File: src/rtl/tk_pkg.sv
package tk_pkg;

    localparam int TICK_W = 64;
    localparam int WORD_W = 32;

    typedef logic [TICK_W-1:0] tick_t;
    typedef logic [WORD_W-1:0] word_t;

    // Byte offsets inside the register window
    localparam int OFF_NOW_LO = 'h00;
    localparam int OFF_NOW_HI = 'h04;
    localparam int OFF_EVT_LO = 'h08;
    localparam int OFF_EVT_HI = 'h0C;
    localparam int OFF_CMD    = 'h10;
    localparam int OFF_CAP_LO = 'h14;
    localparam int OFF_CAP_HI = 'h18;
    localparam int OFF_PER_LO = 'h1C;
    localparam int OFF_PER_HI = 'h20;

    localparam word_t CMD_LOAD_NOW = 32'h1;
    localparam word_t CMD_ARM_PPS  = 32'h2;

    typedef enum logic [3:0] {
        SEL_NOW_LO,
        SEL_NOW_HI,
        SEL_EVT_LO,
        SEL_EVT_HI,
        SEL_CMD,
        SEL_CAP_LO,
        SEL_CAP_HI,
        SEL_PER_LO,
        SEL_PER_HI,
        SEL_NONE
    } tk_sel_e;

    typedef struct packed {
        logic load_now;
        logic arm;
    } tk_cmd_t;

    function automatic tk_sel_e decode_sel(input int unsigned a);
        case (a)
            OFF_NOW_LO: return SEL_NOW_LO;
            OFF_NOW_HI: return SEL_NOW_HI;
            OFF_EVT_LO: return SEL_EVT_LO;
            OFF_EVT_HI: return SEL_EVT_HI;
            OFF_CMD:    return SEL_CMD;
            OFF_CAP_LO: return SEL_CAP_LO;
            OFF_CAP_HI: return SEL_CAP_HI;
            OFF_PER_LO: return SEL_PER_LO;
            OFF_PER_HI: return SEL_PER_HI;
            default:    return SEL_NONE;
        endcase
    endfunction

    function automatic word_t lo_word(input tick_t v);
        return v[WORD_W-1:0];
    endfunction

    function automatic word_t hi_word(input tick_t v);
        return v[TICK_W-1:WORD_W];
    endfunction

endpackage

File: src/rtl/tk_pps_sync.sv
module tk_pps_sync #(
    parameter int STAGES = 2
) (
    input  logic clk,
    input  logic rst,
    input  logic pps_in,
    output logic pps_rise
);

    logic [STAGES-1:0] sync_q;
    logic              last_q;

    for (genvar i = 0; i < STAGES; i++) begin : g_stage
        if (i == 0) begin : g_first
            always_ff @(posedge clk) begin
                if (rst) sync_q[i] <= 1'b0;
                else     sync_q[i] <= pps_in;
            end
        end else begin : g_next
            always_ff @(posedge clk) begin
                if (rst) sync_q[i] <= 1'b0;
                else     sync_q[i] <= sync_q[i-1];
            end
        end
    end

    always_ff @(posedge clk) begin
        if (rst) last_q <= 1'b0;
        else     last_q <= sync_q[STAGES-1];
    end

    assign pps_rise = sync_q[STAGES-1] & ~last_q;

endmodule

File: src/rtl/tk_counter.sv
module tk_counter
    import tk_pkg::*;
(
    input  logic  clk,
    input  logic  rst,
    input  logic  load_now,
    input  logic  arm_req,
    input  logic  pps_rise,
    input  tick_t staged,
    output tick_t tick,
    output tick_t cap,
    output logic  armed,
    output logic  flip
);

    always_ff @(posedge clk) begin
        if (rst) begin
            tick  <= '0;
            cap   <= '0;
            armed <= 1'b0;
            flip  <= 1'b0;
        end else begin
            if (load_now) begin
                tick  <= staged;
                armed <= 1'b0;
            end else if (armed && pps_rise) begin
                tick  <= staged;
                armed <= arm_req;
            end else begin
                tick  <= tick + 1'b1;
                armed <= armed | arm_req;
            end
            if (pps_rise) begin
                cap  <= tick;
                flip <= ~flip;
            end
        end
    end

endmodule

File: src/rtl/tk_regs.sv
module tk_regs
    import tk_pkg::*;
#(
    parameter int ADDR_W = 6
) (
    input  logic              clk,
    input  logic              rst,
    input  logic              wr,
    input  logic              rd,
    input  logic [ADDR_W-1:0] addr,
    input  word_t             wdata,
    input  tick_t             tick,
    input  tick_t             cap,
    output tick_t             staged,
    output tk_cmd_t           cmd,
    output word_t             rdata
);

    localparam int NPAIR = 2;

    tk_sel_e sel;
    tick_t   period_q;
    tick_t   ro_src  [NPAIR];
    word_t   hold_hi [NPAIR];

    always_comb sel = decode_sel(32'(addr));

    always_comb begin
        cmd.load_now = wr && (sel == SEL_CMD) && (wdata == CMD_LOAD_NOW);
        cmd.arm      = wr && (sel == SEL_CMD) && (wdata == CMD_ARM_PPS);
    end

    always_ff @(posedge clk) begin
        if (rst) begin
            staged   <= '0;
            period_q <= '0;
        end else if (wr) begin
            case (sel)
                SEL_EVT_LO: staged[WORD_W-1:0]        <= wdata;
                SEL_EVT_HI: staged[TICK_W-1:WORD_W]   <= wdata;
                SEL_PER_LO: period_q[WORD_W-1:0]      <= wdata;
                SEL_PER_HI: period_q[TICK_W-1:WORD_W] <= wdata;
                default: ;
            endcase
        end
    end

    assign ro_src[0] = tick;
    assign ro_src[1] = cap;

    // High-word latch per read-only pair, captured on its low-word read
    for (genvar i = 0; i < NPAIR; i++) begin : g_pair
        localparam tk_sel_e LO_SEL = (i == 0) ? SEL_NOW_LO : SEL_CAP_LO;
        always_ff @(posedge clk) begin
            if (rst)                      hold_hi[i] <= '0;
            else if (rd && sel == LO_SEL) hold_hi[i] <= hi_word(ro_src[i]);
        end
    end

    always_ff @(posedge clk) begin
        if (rst) begin
            rdata <= '0;
        end else if (rd) begin
            case (sel)
                SEL_NOW_LO: rdata <= lo_word(tick);
                SEL_NOW_HI: rdata <= hold_hi[0];
                SEL_CAP_LO: rdata <= lo_word(cap);
                SEL_CAP_HI: rdata <= hold_hi[1];
                SEL_PER_LO: rdata <= lo_word(period_q);
                SEL_PER_HI: rdata <= hi_word(period_q);
                default:    rdata <= '0;
            endcase
        end
    end

endmodule

File: src/rtl/tick_timekeeper.sv
module tick_timekeeper
    import tk_pkg::*;
#(
    parameter int ADDR_W      = 6,
    parameter int SYNC_STAGES = 2
) (
    input  logic              clk,
    input  logic              rst,
    input  logic              pps_in,
    input  logic              bus_wr,
    input  logic              bus_rd,
    input  logic [ADDR_W-1:0] bus_addr,
    input  logic [31:0]       bus_wdata,
    output logic [31:0]       bus_rdata,
    output logic              pps_flip
);

    logic    pps_rise;
    logic    load_now;
    logic    arm_req;
    logic    armed_q;
    tk_cmd_t cmd;
    tick_t   tick_q;
    tick_t   cap_q;
    tick_t   staged_q;

    tk_pps_sync #(.STAGES(SYNC_STAGES)) u_sync (
        .clk      (clk),
        .rst      (rst),
        .pps_in   (pps_in),
        .pps_rise (pps_rise)
    );

    tk_regs #(.ADDR_W(ADDR_W)) u_regs (
        .clk    (clk),
        .rst    (rst),
        .wr     (bus_wr),
        .rd     (bus_rd),
        .addr   (bus_addr),
        .wdata  (bus_wdata),
        .tick   (tick_q),
        .cap    (cap_q),
        .staged (staged_q),
        .cmd    (cmd),
        .rdata  (bus_rdata)
    );

    assign load_now = cmd.load_now;
    assign arm_req  = cmd.arm;

    tk_counter u_cnt (
        .clk      (clk),
        .rst      (rst),
        .load_now (load_now),
        .arm_req  (arm_req),
        .pps_rise (pps_rise),
        .staged   (staged_q),
        .tick     (tick_q),
        .cap      (cap_q),
        .armed    (armed_q),
        .flip     (pps_flip)
    );

endmodule

File: config.mk
export PLATFORM = sky130hd
export DESIGN_NAME = tick_timekeeper
export DESIGN_NICKNAME = d
export VERILOG_FILES = /design/src/rtl/tk_pkg.sv /design/src/rtl/tk_pps_sync.sv /design/src/rtl/tk_counter.sv /design/src/rtl/tk_regs.sv /design/src/rtl/tick_timekeeper.sv
export SDC_FILE = /design/constraint.sdc
export NUM_CORES = 1
export LEC_CHECK = 0
export BUFFER_PORTS_ARGS = -buffer_cell sky130_fd_sc_hd__buf_2
export CORE_ASPECT_RATIO = 0.9
export CORE_MARGIN = 2
export CORE_UTILIZATION = 34
export CTS_CLUSTER_SIZE = 30
export DETAILED_ROUTE_END_ITERATION = 8
export HOLD_SLACK_MARGIN = 0.03
export SLEW_MARGIN = 20
export SYNTH_ARGS = -nofsm -noshare
export SYNTH_HDL_FRONTEND = slang
export SYNTH_SLANG_ARGS = --single-unit
File: constraint.sdc
create_clock -name clk -period 7.5 [get_ports clk]
set_input_delay 0.375 -clock clk [delete_from_list [all_inputs] [get_ports clk]]
set_output_delay 0.375 -clock clk [all_outputs]
set_load 0.02 [all_outputs]
After elaboration in Yosys (flattened, before gate mapping)
Memory sizes are Yosys's and may differ from the RTL's.
Index checks and enable logic that the tools add are counted.
{"block": "op_classes", "n_addsub": 1, "eq_ne": 18, "n_mux": 15, "bitwise": 6, "reduce_logical": 13}
{"op": "$pmux W32 S6", "n": 1}
{"op": "$mux W64", "n": 2}
{"op": "$add A64 B1 Y64 const B", "n": 1}
{"op": "$mux W32", "n": 2}
{"op": "$pmux W4 S9", "n": 1}
{"op": "$eq A32 B1 Y1 const B", "n": 1}
{"op": "$eq A32 B2 Y1 const B", "n": 1}
{"op": "$eq A6 B5 Y1 const B", "n": 4}
{"op": "$eq A4 B3 Y1 const B", "n": 4}
{"op": "$eq A6 B4 Y1 const B", "n": 2}
{"op": "$mux W1", "n": 9}
{"op": "$eq A4 B2 Y1 const B", "n": 2}
{"op": "$reduce_and A2 Y1", "n": 4}
{"op": "$eq A6 B3 Y1 const B", "n": 1}
{"op": "$eq A6 B6 Y1 const B", "n": 1}
{"op": "$logic_and A1 B1 Y1", "n": 6}
{"op": "$logic_not A6 Y1", "n": 1}
{"op": "$eq A4 B1 Y1 const B", "n": 1}
{"op": "$eq A4 B4 Y1 const B", "n": 1}
{"op": "$logic_not A4 Y1", "n": 1}
{"op": "$or A1 B1 Y1", "n": 3}
{"op": "$not A1 Y1", "n": 2}
{"op": "$reduce_or A2 Y1", "n": 1}
{"op": "$and A1 B1 Y1", "n": 1}
{"block": "totals", "ff_bits": 293, "ram_bits": 64, "input_bits": 43, "output_inout_bits": 33, "n_memories": 1}
{"memory": "u_regs.hold_hi", "depth": 2, "width": 32, "rd": 2, "rd_clocked_by_memory_dff": 0, "wr": 2, "line": "tk_regs.sv:24", "source": "word_t hold_hi [NPAIR];"}

Logic depth before layout (Yosys ltp)
{"block": "depth", "word_depth": 8, "ltp_mapped": 9, "mapped_depth_nobuf": 6}

Cells and area by module
Synthesis repeated with hierarchy kept, for this count alone.
{"block": "unflattened", "hier_cells": 1731, "hier_area_um2": 15823.9}
{"mod": "tk_regs", "instances": 1, "cells_each": 1078, "area_per_inst_um2": 9879.5, "seq_area_each_um2": 5124.9}
{"mod": "tk_counter", "instances": 1, "cells_each": 646, "area_per_inst_um2": 5856.9, "seq_area_each_um2": 2602.5}
{"mod": "tk_pps_sync", "instances": 1, "cells_each": 7, "area_per_inst_um2": 87.6, "seq_area_each_um2": 60.1}

Least setup slack after synthesis
Ideal clock, no wire load.
{"block": "synth_timing", "kind": "input port to flip-flop", "startpoint": "input port bus_addr[4]", "endpoint": "memory u_regs.hold_hi[0][0] (netlist name) (enable)", "setup_ns": 0.388, "arrival_ns": 2.283, "setup_slack_ns": 4.829, "stages": 5, "cell_sequence": "nor4_1 and2_1 clkbuf_1 clkbuf_1 a21o_1"}
{"element": "start, declared", "line": "tick_timekeeper.sv:12", "source": "input logic [ADDR_W-1:0] bus_addr,"}
{"element": "end, declared", "line": "tk_regs.sv:24"}

Final worst setup path
{"block": "layout_timing", "startpoint": "register u_cnt.tick[9]", "endpoint": "register u_cnt.tick[35]"}
{"block": "layout_via", "elab_chain_cells": 3}
{"element": "start, declared", "line": "tk_counter.sv:10", "source": "output tick_t tick,"}
{"element": "start signal, assigned", "line": "tk_counter.sv:24", "source": "tick <= staged;"}
{"element": "start signal, assigned", "line": "tk_counter.sv:27", "source": "tick <= staged;"}
{"element": "start signal, assigned", "line": "tk_counter.sv:30", "source": "tick <= tick + 1'b1;"}
{"element": "$add A64 B1 Y64", "line": "tk_counter.sv:30"}
{"element": "$mux W64", "line": "tk_counter.sv:26", "source": "end else if (armed && pps_rise) begin"}
{"element": "$mux W64", "line": "tk_counter.sv:23", "source": "if (load_now) begin"}
No other way between the ends.
A chain may end at the register's enable or synchronous reset.

==> results.sh <==
export IMPL_leakage_nw=5.755
export IMPL_finalHoldViolCount=0
export IMPL_grt_usage_pct=20.39
export IMPL_io_pins=76
export IMPL_clk_pin_slew_worst_paths_ns=0.07
export IMPL_place_congestion=0.8403
export IMPL_ctsResizeCount=0
export IMPL_fp_dieH_um=204.1
export IMPL_fin_crit_ns=3.087
export IMPL_grt_met3_usage_pct=2.473
export IMPL_start_util_pct=34.37
export IMPL_dp_slack_ns=4.157
export IMPL_crit_required_ns=7.94
export IMPL_core_region_area_um2=44020
export IMPL_globalRoute_busiestLayer="met2"
export IMPL_critPathMaxStageDelay_ns=0.78
export IMPL_syn_nets=1741
export IMPL_crit_buf_inv=0
export IMPL_synth_edff_count=64
export IMPL_post_cts_buffers=0
export IMPL_fp_dieW_um=226.4
export IMPL_syn_inst=1697
export IMPL_crit_path_max_fanout=13
export IMPL_use_met2_pct=34.56
export IMPL_power_density_nw_per_um2=232.4
export IMPL_final_util_pct=38.90
export IMPL_drive_gt1_share_pct=10.66
export IMPL_crit_chain="and4_1 -> nand4_1 -> or3_1 -> or4_2 -> a311oi_1"
export IMPL_area_growth_pct=13.15
export IMPL_vias_per_cell=5.583
export IMPL_cts_tree="done"
export IMPL_rows=73
export IMPL_min_period_over_period_pct=41.16
export IMPL_min_path_cells=2
export IMPL_drt_wl_total_um=47720
export IMPL_peakVddDrop_uv=125.6
export IMPL_clk_path_buf_depth=3
export IMPL_seqCellArea_um2=7787
export IMPL_drt_wirelength_per_cell_um=20.60
export IMPL_diodes=0
export IMPL_maxCapViolCount=0
export IMPL_multi_input_area_um2=6765
export IMPL_ys_seq_elements=357
export IMPL_setup_viol=0
export IMPL_grt_pass1_vias=12360
export IMPL_clkLatencyLatePin_ns=0.53
export IMPL_dpl_instance_area_um2=15910
export IMPL_max_freq_mhz=323.9
export IMPL_grt_pass1_wl_um=73370
export IMPL_met1_usage_pct=26.90
export IMPL_ys_warn_count=0
export IMPL_cts_inserted_buffers=37
export IMPL_drt_iter0_drc=1122
export IMPL_end_kind="register"
export IMPL_r2r_cells=5
export IMPL_syn_cell_area_um2=15130
export IMPL_dp_hpwl_um=28440
export IMPL_htreeDepth=2
export IMPL_slew_limit_headroom_pct=34.76
export IMPL_crit_family="simple AND/OR/NAND/NOR gates"
export IMPL_drc=0
export IMPL_antenna_found_initial=0
export IMPL_synthArstFlopShare_pct=0
export IMPL_vias=12930
export IMPL_grt_max_degree=92
export IMPL_tightest_slew_ns=0.9786
export IMPL_cts_sinks=357
export IMPL_whs_ns=0.06079
export IMPL_ant_nets=0
export IMPL_fill_cells=4459
export IMPL_grt_overflow_total=0
export IMPL_holdCritPathClass="in2reg"
export IMPL_synth_seq_area_share_pct=51.46
export IMPL_portBuffers=75
export IMPL_holdBufCountCts=0
export IMPL_slew_violations=0
export IMPL_cp_num_cells=5
export IMPL_clock_skew_ns=0.008898
export IMPL_synth_cell_type_count=55
export IMPL_fin_area_um2=17120
export IMPL_cp_data_arrival_time_ns=3.53
export IMPL_status="finished, final reports clean"
export IMPL_rsz0062_at_grt="false"
export IMPL_crit_slowest_cell="or3_1"
export IMPL_setup_tns_final_ns=0
export IMPL_yosys_most_used_dff="dfxtp_1"
export IMPL_finalWorstSetupSlack_ns=4.413
export IMPL_die_area_um2=46220
export IMPL_cp_start_kind="register"
export IMPL_ctsRootBufferMaster="clkbuf_16"
export IMPL_syn_area_per_cell_um2=8.918
export IMPL_crit_type="reg2reg"
export IMPL_fin_nets=1732
export IMPL_drt_first_pass_iters=7
## synth_stat cells (11+ instances only)
library cell	instances	area, um2
a211oi_1	32	240.2
a21oi_1	224	1121
a221oi_1	32	280.3
a22o_1	32	280.3
a22oi_1	32	240.2
a311oi_1	62	543.0
and2_1	69	431.7
and3_1	12	75.07
clkbuf_1	130	488.0
dfxtp_1	293	5866
edfxtp_1	64	1922
inv_1	13	48.80
mux2i_1	32	320.3
nand2_1	348	1306
nand3_1	30	150.1
nand4_1	29	181.4
nor2_1	85	319.1
nor3_1	11	55.05
nor4_1	16	100.1
o31ai_1	17	127.6
or4_1	13	97.59
xnor2_1	28	245.2
## kinds of logic (layout without fill, tap and decap cells)
| group | after synthesis | in the layout | share of synthesized area [%] |
|---|---|---|---|
| compound gates | 450 | 450 | 19.65 |
| xor+xnor | 33 | 33 | 1.910 |
| fa+ha+maj | 1 | 1 | 0.08267 |
| buf+inv | 160 | 179 | 4.117 |
| flops | 357 | 357 | 51.46 |
| mux | 32 | 32 | 2.117 |
| simple gates | 664 | 664 | 20.66 |
## placed cells by master (no fill, tap or decap), types with 13 or more instances in the layout
| cell type | netlist | layout |
|---|---|---|
| nand3_1 | 30 | 30 |
| nor2_1 | 85 | 83 |
| buf_2 | 5 | 74 |
| mux2i_1 | 32 | 32 |
| a21oi_1 | 224 | 224 |
| buf_4 | 0 | 24 |
| edfxtp_1 | 64 | 64 |
| nand4_1 | 29 | 29 |
| o31ai_1 | 17 | 17 |
| a221oi_1 | 32 | 32 |
| clkbuf_16 | 0 | 39 |
| nand2_1 | 348 | 345 |
| a22o_1 | 32 | 32 |
| dfxtp_1 | 293 | 293 |
| a311oi_1 | 62 | 62 |
| a211oi_1 | 32 | 32 |
| nor4_1 | 16 | 16 |
| a22oi_1 | 32 | 32 |
| xnor2_1 | 28 | 28 |
| inv_1 | 13 | 13 |
| and2_1 | 69 | 67 |
## where the power goes
group	switching, mW	internal, mW	leakage, nW	total [mW]
logic	0.114	0.0345	2.13	0.149
clock network	0.760	1.08	0.597	1.84
registers	0.0136	1.98	3.03	1.99
## worst paths after layout
kind	endpoint	startpoint	slack (ns)
max	u_cnt.tick[35]	u_cnt.tick[9]	4.41
min	u_sync.sync_q[0]	pps_in	0.06
max reg2reg	u_cnt.tick[35]	u_cnt.tick[9]	4.41
min reg2reg	u_cnt.cap[44]	u_cnt.cap[44]	0.45
## routing by layer
metal	vias up	wire length [um]
li1	6074	-
met1	6322	20560
met2	456	23140
met3	78	2751
met4	0	1260
met5	-	0
## state kept, by name, summed over array words and instances, names as in the netlist
signal and flops:
u_sync.last_q 1, u_regs.hold_hi 64, u_regs.staged 64, u_regs.period_q 64, u_cnt.tick 64, u_cnt.cap 64
u_sync.sync_q 2, u_cnt.armed 1, u_cnt.flip 1, u_regs.rdata 32
## cell type report
| cell class | count | share of cell area [%] |
|---|---|---|
| Timing Repair Buffer | 99 | 3.303 |
| Sequential cell | 357 | 45.48 |
| Clock inverter | 12 | 0.6430 |
| Multi-Input combinational cell | 1180 | 39.51 |
| Clock buffer | 55 | 6.401 |
| Tap cell | 600 | 4.384 |
| Inverter | 13 | 0.2850 |
## stage by stage
stage | total power, mW | std cells
floorplan | 2.105 | 1697
global placement | 2.178 | 2249
detailed placement | 2.180 | 2249
CTS | 4.003 | 2316
global route | 4.085 | 2316
finish | 3.980 | 2316
(Power assumes the default switching activity.)
